## config.mk

```make
export PLATFORM = sky130hd
export DESIGN_NAME = cfg_route_switch
export DESIGN_NICKNAME = d
export VERILOG_FILES = /design/src/rtl/cfg_route_pkg.sv /design/src/rtl/cfg_port_regs.sv /design/src/rtl/cfg_window_match.sv /design/src/rtl/cfg_route_switch.sv
export SDC_FILE = /design/constraint.sdc
export NUM_CORES = 1
export LEC_CHECK = 0
export ABC_AREA = 1
export BUFFER_PORTS_ARGS = -buffer_cell sky130_fd_sc_hd__buf_4
export CORE_AREA = 2 2 134 189
export DETAILED_ROUTE_END_ITERATION = 8
export DIE_AREA = 0 0 136 191
export GPL_ROUTABILITY_DRIVEN = 0
export PLACE_DENSITY = 0.55
export SYNTH_ARGS = -nofsm -noshare
export SYNTH_HDL_FRONTEND = slang
export SYNTH_SLANG_ARGS = --single-unit
```

## constraint.sdc

```tcl
create_clock -name clk -period 5.2 [get_ports clk]
set_input_delay 0.78 -clock clk [delete_from_list [all_inputs] [get_ports clk]]
set_output_delay 0.78 -clock clk [all_outputs]
set_load 0.05 [all_outputs]
```

## src/rtl/cfg_route_pkg.sv

```systemverilog
// Shared types and constants for the configuration router.
// Assumes dword register indices (byte offset divided by four).
package cfg_route_pkg;

    typedef enum logic [1:0] {
        KIND_NONE     = 2'd0,
        KIND_OWN      = 2'd1,
        KIND_INTERNAL = 2'd2,
        KIND_FORWARD  = 2'd3
    } route_kind_e;

    localparam logic [5:0] REG_IDENT = 6'd0;
    localparam logic [5:0] REG_HDR   = 6'd3;
    localparam logic [5:0] REG_BUSNR = 6'd6;
    localparam logic [5:0] REG_SLOT  = 6'd16;

    localparam logic [6:0] HDR_TYPE_BRIDGE = 7'h01;
    localparam logic [31:0] RDATA_UNCLAIMED = 32'hFFFF_FFFF;

    // A window is present once either bound has been written non-zero.
    function automatic logic window_set(input logic [7:0] sec, input logic [7:0] sub);
        return (sec != 8'd0) || (sub != 8'd0);
    endfunction

endpackage

```

## src/rtl/cfg_port_regs.sv

```systemverilog
// One bridge port's configuration registers: fixed identity, header and
// slot values plus the writable bus number register.
// Assumes one access per cycle; the write lands on the clock edge.
module cfg_port_regs
    import cfg_route_pkg::*;
#(
    parameter logic [15:0] VEN_ID   = 16'h1A2B,
    parameter logic [15:0] DEV_ID   = 16'h0C01,
    parameter bit          MULTI_FN = 1'b0,
    parameter logic [7:0]  SLOT_NUM = 8'd0
) (
    input  logic        clk,
    input  logic        rst_n,
    input  logic        wr_en,
    input  logic [5:0]  reg_idx,
    input  logic [31:0] wdata,
    output logic [31:0] rdata,
    output logic [7:0]  sec_bus,
    output logic [7:0]  sub_bus,
    output logic        win_set
);

    logic [31:0] busnr_q;

    // Bus number register: cleared by reset, loaded by a write to its index.
    always_ff @(posedge clk) begin
        if (!rst_n) begin
            busnr_q <= 32'd0;
        end else if (wr_en && (reg_idx == REG_BUSNR)) begin
            busnr_q <= wdata;
        end
    end

    assign sec_bus = busnr_q[15:8];
    assign sub_bus = busnr_q[23:16];
    assign win_set = window_set(busnr_q[15:8], busnr_q[23:16]);

    // Read mux over the implemented registers; others read zero.
    always_comb begin
        unique case (reg_idx)
            REG_IDENT: rdata = {DEV_ID, VEN_ID};
            REG_HDR:   rdata = {8'd0, MULTI_FN, HDR_TYPE_BRIDGE, 16'd0};
            REG_BUSNR: rdata = busnr_q;
            REG_SLOT:  rdata = {24'd0, SLOT_NUM};
            default:   rdata = 32'd0;
        endcase
    end

endmodule

```

## src/rtl/cfg_window_match.sv

```systemverilog
// Finds the lowest-index downstream port whose programmed bus window
// contains the requested bus. Assumes windows may overlap.
module cfg_window_match #(
    parameter int N_DN  = 3,
    parameter int IDX_W = 2
) (
    input  logic [N_DN-1:0][7:0] sec_bus,
    input  logic [N_DN-1:0][7:0] sub_bus,
    input  logic [N_DN-1:0]      win_set,
    input  logic [7:0]           bus,
    output logic                 hit,
    output logic [IDX_W-1:0]     idx
);

    logic [N_DN-1:0] in_win;

    for (genvar g = 0; g < N_DN; g++) begin : g_cmp
        assign in_win[g] = win_set[g] && (bus >= sec_bus[g]) && (bus <= sub_bus[g]);
    end

    // Priority encode: scanning downwards leaves the lowest index in place.
    always_comb begin
        hit = 1'b0;
        idx = '0;
        for (int i = N_DN - 1; i >= 0; i--) begin
            if (in_win[i]) begin
                hit = 1'b1;
                idx = IDX_W'(i);
            end
        end
    end

endmodule

```

## src/rtl/cfg_route_switch.sv

```systemverilog
// Configuration request router for a switch with one upstream bridge and
// N_DN downstream bridges. Decides own / internal / forward / unclaimed
// and returns a registered response one cycle after each request.
// Assumes at most one request per cycle and N_DN <= 32.
module cfg_route_switch
    import cfg_route_pkg::*;
#(
    parameter int          N_DN         = 3,
    parameter logic [15:0] VENDOR_ID    = 16'h1A2B,
    parameter logic [15:0] UP_DEVICE_ID = 16'h0C01,
    parameter logic [15:0] DN_DEVICE_ID = 16'h0C02,
    parameter bit          HOTPLUG      = 1'b1,
    parameter int          PORT_W       = (N_DN > 1) ? $clog2(N_DN) : 1
) (
    input  logic              clk,
    input  logic              rst_n,
    input  logic              req_valid,
    input  logic              req_fwd,
    input  logic              req_write,
    input  logic [7:0]        req_bus,
    input  logic [7:0]        req_devfn,
    input  logic [5:0]        req_reg,
    input  logic [31:0]       req_wdata,
    output logic              rsp_valid,
    output logic              rsp_claimed,
    output logic [1:0]        rsp_kind,
    output logic [PORT_W-1:0] rsp_port,
    output logic [31:0]       rsp_rdata
);

    localparam bit DN_MULTI = (N_DN > 1);

    // Upstream port state.
    logic [31:0] up_rdata;
    logic [7:0]  up_sec, up_sub;
    logic        up_set;
    logic        up_wr;

    // Downstream port state.
    logic [N_DN-1:0][31:0] dn_rdata;
    logic [N_DN-1:0][7:0]  dn_sec, dn_sub;
    logic [N_DN-1:0]       dn_set;
    logic [N_DN-1:0]       dn_wr;

    // Routing decode.
    logic              in_up, on_internal, devfn_ok;
    logic              fwd_hit;
    logic [PORT_W-1:0] fwd_idx;
    logic [31:0]       sel_rdata;
    logic              nx_claimed;
    route_kind_e       nx_kind;
    logic [PORT_W-1:0] nx_port;
    logic [31:0]       nx_rdata;

    assign up_wr = req_valid && req_write && !req_fwd;

    cfg_port_regs #(
        .VEN_ID   (VENDOR_ID),
        .DEV_ID   (UP_DEVICE_ID),
        .MULTI_FN (1'b0),
        .SLOT_NUM (8'd0)
    ) u_up_regs (
        .clk     (clk),
        .rst_n   (rst_n),
        .wr_en   (up_wr),
        .reg_idx (req_reg),
        .wdata   (req_wdata),
        .rdata   (up_rdata),
        .sec_bus (up_sec),
        .sub_bus (up_sub),
        .win_set (up_set)
    );

    for (genvar g = 0; g < N_DN; g++) begin : g_dn
        localparam logic [7:0] SLOT_G = HOTPLUG ? 8'(g + 1) : 8'd0;

        assign dn_wr[g] = req_valid && req_write && req_fwd && on_internal
                          && (req_devfn == 8'(g));

        cfg_port_regs #(
            .VEN_ID   (VENDOR_ID),
            .DEV_ID   (DN_DEVICE_ID),
            .MULTI_FN (DN_MULTI),
            .SLOT_NUM (SLOT_G)
        ) u_dn_regs (
            .clk     (clk),
            .rst_n   (rst_n),
            .wr_en   (dn_wr[g]),
            .reg_idx (req_reg),
            .wdata   (req_wdata),
            .rdata   (dn_rdata[g]),
            .sec_bus (dn_sec[g]),
            .sub_bus (dn_sub[g]),
            .win_set (dn_set[g])
        );
    end

    cfg_window_match #(
        .N_DN  (N_DN),
        .IDX_W (PORT_W)
    ) u_match (
        .sec_bus (dn_sec),
        .sub_bus (dn_sub),
        .win_set (dn_set),
        .bus     (req_bus),
        .hit     (fwd_hit),
        .idx     (fwd_idx)
    );

    assign in_up       = up_set && (req_bus >= up_sec) && (req_bus <= up_sub);
    assign on_internal = in_up && (req_bus == up_sec);
    assign devfn_ok    = (32'(req_devfn) < N_DN);

    // Select the addressed downstream register file by device/function.
    always_comb begin
        sel_rdata = 32'd0;
        for (int i = 0; i < N_DN; i++) begin
            if (req_devfn == 8'(i)) sel_rdata = dn_rdata[i];
        end
    end

    // Routing decision for the current request.
    always_comb begin
        nx_claimed = 1'b0;
        nx_kind    = KIND_NONE;
        nx_port    = '0;
        nx_rdata   = RDATA_UNCLAIMED;
        if (!req_fwd) begin
            nx_claimed = 1'b1;
            nx_kind    = KIND_OWN;
            nx_rdata   = up_rdata;
        end else if (on_internal) begin
            if (devfn_ok) begin
                nx_claimed = 1'b1;
                nx_kind    = KIND_INTERNAL;
                nx_port    = req_devfn[PORT_W-1:0];
                nx_rdata   = sel_rdata;
            end
        end else if (in_up && fwd_hit) begin
            nx_claimed = 1'b1;
            nx_kind    = KIND_FORWARD;
            nx_port    = fwd_idx;
            nx_rdata   = 32'd0;
        end
    end

    // Response register: one cycle after the request.
    always_ff @(posedge clk) begin
        if (!rst_n) begin
            rsp_valid   <= 1'b0;
            rsp_claimed <= 1'b0;
            rsp_kind    <= KIND_NONE;
            rsp_port    <= '0;
            rsp_rdata   <= RDATA_UNCLAIMED;
        end else begin
            rsp_valid <= req_valid;
            if (req_valid) begin
                rsp_claimed <= nx_claimed;
                rsp_kind    <= nx_kind;
                rsp_port    <= nx_port;
                rsp_rdata   <= nx_rdata;
            end
        end
    end

endmodule

```

==> reports/summary.txt, run 1 <==
fin crit period: 3.36 ns
DR vias/cell: 5.10
TNS Setup: 0 ns
drc violations: 0
root buf cell: clkbuf_16
Yosys reg bits: 166
outcome: completed
Max-slew headroom: 20.0%
min-delay worst type: reg2reg
Synth Warn #: 0
IO buf count: 96
Die H: 191 um
worst slew pin tran: 1.20 ns
Worst EP arrival: 3.64 ns
# Post-CTS Setup Buffers: 0
# resized after CTS: 0
die span in x: 136 um
CP Launch Type: input pin
post-layout net count: 1513
overall global routing resource usage: 22.0%
antenna viol nets, final: 0
Max Buffers Root-to-Sink: 2
global-route wire length before repair: 44600 um
final setup vio count: 0
reg2reg start: g_dn[0].u_dn_regs.busnr_q[23]$_SDFFE_PN0P_
CP endpoint kind: flop
grt ovf: 0
# diodes: 0
Finished Core Util: 43.5%
core area: 0.0243 mm2
met2 WL post-DR: 12800 um
CP Data Required Time: 5.48 ns
# IOs: 97
R2R Setup Slk: 2.46 ns
Initial Util: 37.4%
FF-to-FF path depth: 14
syn_nets: 1463
final setup margin: 1.84 ns
vias in the first global route: 8041
area delta synth->final: 16.3%
Hold Fails Final Rpt: 0
RSZ-0062 raised after global routing: false
Place WS: 1.38 ns
post-synth cell types: 29
CTS tree: done
Syn Std Cell Area: 0.00910 mm2
VDD IR max: 0.210 mV
top achievable clock speed: 0.298 GHz
Rows: 68
syn avg cell area: 6.79 um2
M1 wire length: 13500 um
maxcap violations: 0
Leak: 4.74 nW
Clock Sinks: 166
Clk Latency, worst-skew pair: 0.44 ns
Starting DRT DRC Count: 732
Slew Viols, Final: 0
DR top layer: met4
HP Start: u_up_regs.busnr_q[1]$_SDFFE_PN0P_
Power Total: 2.91 mW
P per Cell Area: 275 mW/mm2
Clock Skew: 0.0125 ns
total number of vias: 8769
hold depth: 2
die area: 0.0260 mm2
share of cells above drive strength 1: 11.1%
Routed met3 length: 1310 um
Post-Synthesis Cells: 1340
cts hold-fix bufs: 0
total CTS buffers: 17
Seq/Total Area, Yosys: 36.5%
routed wire length: 28100 um
Hold Path Sink: u_up_regs.busnr_q[1]$_SDFFE_PN0P_
wire per inst: 16.3 um
Post-DP HPWL: 19600 um
initial antenna violation count: 0
drt pass-1 iters: 5
period utilisation layout: 64.6%
Crit Path Category: in2reg
CP Max Fanout: 64
largest net degree at the start of global routing: 74
Max H-tree Level: 4
CTS clk-pin slew, worst paths: 0.07 ns
reg2reg end: rsp_rdata[25]$_SDFFE_PN1P_
## Yosys cell counts, drive strengths merged
cell type	instances	share of area [%]
a21o	4	0.33
a21oi	216	12
buf	31	1.6
clkbuf	44	1.8
clkinv	1	0.041
dfxtp	166	37
ha	64	8.8
inv	161	6.6
nand2	322	13
nand3	68	3.8
nand3b	2	0.16
nand4	19	1.3
nor2	59	3.0
nor3	8	0.62
nor4	2	0.14
o211ai	15	1.2
o21a	3	0.25
o21ai	152	8.4
o21bai	3	0.25
## per-layer routing
layer,GRT usage (%),vias up
met5,0,-
met4,5.69,0
met3,2.89,25
met2,34.9,217
met1,31.4,4000
li1,-,4527
## cells by family after synthesis
logic type,synth area share [%]
flops,36.5
fa+ha+maj,8.80
simple gates,22.3
buf+inv,10.1
compound gates,22.3
## how the worst max path moves through the flow
stage                     startpoint                            endpoint  slack [ns]  cells past startpoint
after floorplan           req_bus[0]            rsp_claimed$_SDFFE_PN0P_        2.78                     15
after global placement    req_reg[5]  u_up_regs.busnr_q[20]$_SDFFE_PN0P_        1.53                      8
after detailed placement  req_reg[5]  u_up_regs.busnr_q[20]$_SDFFE_PN0P_        1.38                      8
after CTS                 req_reg[5]  u_up_regs.busnr_q[20]$_SDFFE_PN0P_        1.83                      8
after global routing      req_reg[5]  u_up_regs.busnr_q[14]$_SDFFE_PN0P_        1.46                      8
final                     req_reg[5]  u_up_regs.busnr_q[20]$_SDFFE_PN0P_        1.84                      8
## layout by cell type, fill, tap and decap left out, types with 3 or more instances in the layout
| master | count |
|---|---|
| nor2_2 | 4 |
| inv_6 | 5 |
| nand4_1 | 19 |
| inv_8 | 4 |
| o21bai_1 | 3 |
| clkinv_4 | 3 |
| a21o_1 | 4 |
| dfxtp_1 | 166 |
| nand3_1 | 66 |
| clkbuf_16 | 17 |
| buf_4 | 105 |
| inv_1 | 156 |
| o21ai_1 | 6 |
| o211ai_1 | 15 |
| o21ai_0 | 146 |
| nand2_1 | 321 |
| o21a_1 | 3 |
| inv_2 | 5 |
| nor2_4 | 5 |
| a21oi_1 | 216 |
| nor2_1 | 50 |
| ha_1 | 64 |
| nor3_1 | 6 |
## critical path, cell delays in order
cell,delay (ns)
buf_4,0.12
nor3_2,0.27
nand2_2,0.38
nor2_2,0.18
buf_4,0.35
nand3_2,0.91
o21ai_0,0.57
a21oi_1,0.07
## stage by stage
stage                     cells  area [um2]  hold slack [ns]
after floorplan            1340        9100            0.424
after global placement     1686       10000            0.434
after detailed placement   1686       10000            0.437
after CTS                  1718       10600            0.447
after global routing       1718       10600            0.465
final                      1718       10600            0.445
## area by class of cell
type                       instances  area [um2]
clock buffer                      18         429
clock inverter                    14         161
multi-input combinational        937        4860
inverter                         162         608
fill                            2622       13700
timing repair buffer             106         808
tap                              315         394
sequential                       166        3320
## state kept, by name (all words and copies together) (netlist names)
| register | count |
|---|---|
| rsp_rdata | 32 |
| rsp_claimed | 1 |
| rsp_valid | 1 |
| rsp_kind | 2 |
| u_up_regs.busnr_q | 32 |
| rsp_port | 2 |
| g_dn.u_dn_regs.busnr_q | 96 |
## report_power, final
| group | switching, mW | leakage (nW) | internal (mW) |
|---|---|---|---|
| clock network | 0.594 | 0.291 | 0.687 |
| logic | 0.218 | 3.10 | 0.110 |
| registers | 0.00964 | 1.35 | 1.29 |
No activity file was read; power rests on OpenSTA's default activity.
==> run 2: changes to the inputs <==
==> constraint.sdc (replaced) <==
create_clock -name clk -period 3.3 [get_ports clk]
set_input_delay 0.495 -clock clk [delete_from_list [all_inputs] [get_ports clk]]
set_output_delay 0.495 -clock clk [all_outputs]
set_load 0.05 [all_outputs]
==> reports/summary.txt, run 2 (same netlist as run 1, synthesis figures left out) <==
Clk Latency, worst-skew pair: 0.44 ns (about the same)
worst path bufs/invs: 2 (unchanged)
die area: 0.0260 mm2 (unchanged)
area delta synth->final: 17.4%
critical-path cell list: inv_1 > ha_1 > a21o_1 > a21oi_1 > nand2_1 > nand2_1 > nand3_2 > nor3_4 > buf_4 > o21ai_0 > a21oi_1
period utilisation layout: 71.0%
Placed Area: 0.0101 mm2 (+1.4%)
CP endpoint kind: flop
global-route wire length before repair: 45700 um (+2.6%)
Largest register FFs: 96 (unchanged)
worst hold margin: 0.355 ns (-0.0898 ns)
initial antenna violation count: 0 (unchanged)
CTS clk-pin slew, worst paths: 0.07 ns (about the same)
P per Cell Area: 420 mW/mm2 (+53%)
vias in the first global route: 8325 (+3.5%)
fin crit period: 2.34 ns
Slowest cell on crit path: buf_4
RSZ-0062 raised after global routing: false
R2R Setup Slk: 0.96 ns (-1.50 ns)
post-layout net count: 1528 (+0.99%)
# IOs: 97 (unchanged)
Rows: 68 (unchanged)
Finished Core Util: 43.9% (+0.41 points)
TNS Setup: 0 ns (unchanged)
Max-slew headroom: 51.4% (+31 points)
CP Launch Type: flop
root buf cell: clkbuf_16
Worst EP arrival: 2.71 ns (-0.93 ns)
die span in x: 136 um (unchanged)
CTS tree: done
Post-DP HPWL: 20300 um (+3.5%)
# diodes: 0 (unchanged)
drt pass-1 iters: 7 (+2)
share of cells above drive strength 1: 12.0% (+0.88 points)
total CTS buffers: 17 (unchanged)
final setup vio count: 0 (unchanged)
CP Max Fanout: 44 (-31%)
overall global routing resource usage: 22.6% (+0.62 points)
DR vias/cell: 5.07 (-0.63%)
worst slew pin tran: 0.729 ns (-0.467 ns)
Power Total: 4.49 mW (+54%)
min-delay worst type: in2reg
largest net degree at the start of global routing: 77 (+4.1%)
maxcap violations: 0 (unchanged)
core area: 0.0243 mm2 (unchanged)
# Post-CTS Setup Buffers: 0 (unchanged)
outcome: completed
register bank with the most flops: g_dn.u_dn_regs.busnr_q
Hold Fails Final Rpt: 0 (unchanged)
CP max stage delay: 0.42 ns (-0.49 ns)
# resized after CTS: 0 (unchanged)
Max Buffers Root-to-Sink: 2 (unchanged)
cts hold-fix bufs: 0 (unchanged)
IO buf count: 96 (unchanged)
commonest non-fill, non-tap cell in the layout: nand2_1
most frequent cells in the layout: nand2_1, a21oi_1, dfxtp_1
drc violations: 0 (unchanged)
Clock Skew: 0.0104 ns (-0.00210 ns)
grt ovf: 0 (unchanged)
fill cell count: 2629 (+0.27%)
Die H: 191 um (unchanged)
Max H-tree Level: 4 (unchanged)
VDD IR max: 0.341 mV (+62%)
largest registers: g_dn.u_dn_regs.busnr_q (96), rsp_rdata (32), u_up_regs.busnr_q (32)
Crit Path Category: reg2reg
Register Area: 0.00332 mm2 (unchanged)
total number of vias: 8785 (+0.18%)
Clock Sinks: 166 (unchanged)
Starting DRT DRC Count: 429 (-41%)
Initial Util: 37.4% (unchanged)
wire per inst: 16.4 um (+0.41%)
top achievable clock speed: 0.427 GHz
Slew Viols, Final: 0 (unchanged)
Leak: 4.80 nW (+1.2%)
routed wire length: 28400 um (+1.2%)
antenna viol nets, final: 0 (unchanged)
CP delay by family, top: compound AO/OA/AOI/OAI gates
multi-input logic area: 0.00486 mm2 (unchanged)
CP Data Required Time: 3.66 ns (-1.82 ns)
design area: 0.0107 mm2 (+0.95%)
run 2: changes by cell type in the layout (fill, tap and decap cells not counted):
cell	change
buf_4	+13
clkinvlp_4	+4
clkinv_2	+3
inv_6	-3
buf_12	+2
clkinv_4	-2
inv_8	-2
clkinv_8	-1
run 2: final timing paths:
path,start,endpoint,depth (start not counted)
max,u_up_regs.busnr_q[21]$_SDFFE_PN0P_,g_dn[0].u_dn_regs.busnr_q[24]$_SDFFE_PN0P_,11
min,req_wdata[29],g_dn[1].u_dn_regs.busnr_q[29]$_SDFFE_PN0P_,3
max reg2reg,u_up_regs.busnr_q[21]$_SDFFE_PN0P_,g_dn[0].u_dn_regs.busnr_q[24]$_SDFFE_PN0P_,11
min reg2reg,u_up_regs.busnr_q[1]$_SDFFE_PN0P_,u_up_regs.busnr_q[1]$_SDFFE_PN0P_,2
run 2: area by class of cell:
type,instances,area share [%]
Sequential cell,166,31.1
Inverter,162,5.69
Timing Repair Buffer,121,8.85
Clock inverter,13,1.16
Tap cell,315,3.69
Clock buffer,18,4.02
Multi-Input combinational cell,937,45.5
run 2: metrics by stage:
stage	setup slack (ns)	std cells
2_1_floorplan	1.17	1340
3_3_place_gp	0.580	1701
3_5_place_dp	0.527	1701
4_1_cts	0.923	1732
5_1_grt	0.654	1732
6_report	0.957	1732
run 2: worst min-delay path, cell delays in order:
cell and delay [ns]:
buf_4 0.08, inv_1 0.06, a21oi_1 0.11
run 2: layer usage:
| layer | track usage (%) | vias up | wire (um) |
|---|---|---|---|
| li1 | - | 4546 | - |
| met1 | 31.3 | 4032 | 13800 |
| met2 | 36.0 | 169 | 12900 |
| met3 | 3.61 | 38 | 1110 |
| met4 | 7.05 | 0 | 560 |
| met5 | 0 | - | 0 |
run 2: where the power goes:
group | total, mW | switching (mW) | internal [mW]
Clock | 1.92 | 0.872 | 1.04
Combinational | 0.521 | 0.346 | 0.175
Sequential | 2.05 | 0.0150 | 2.03
Total | 4.49 | 1.23 | 3.25
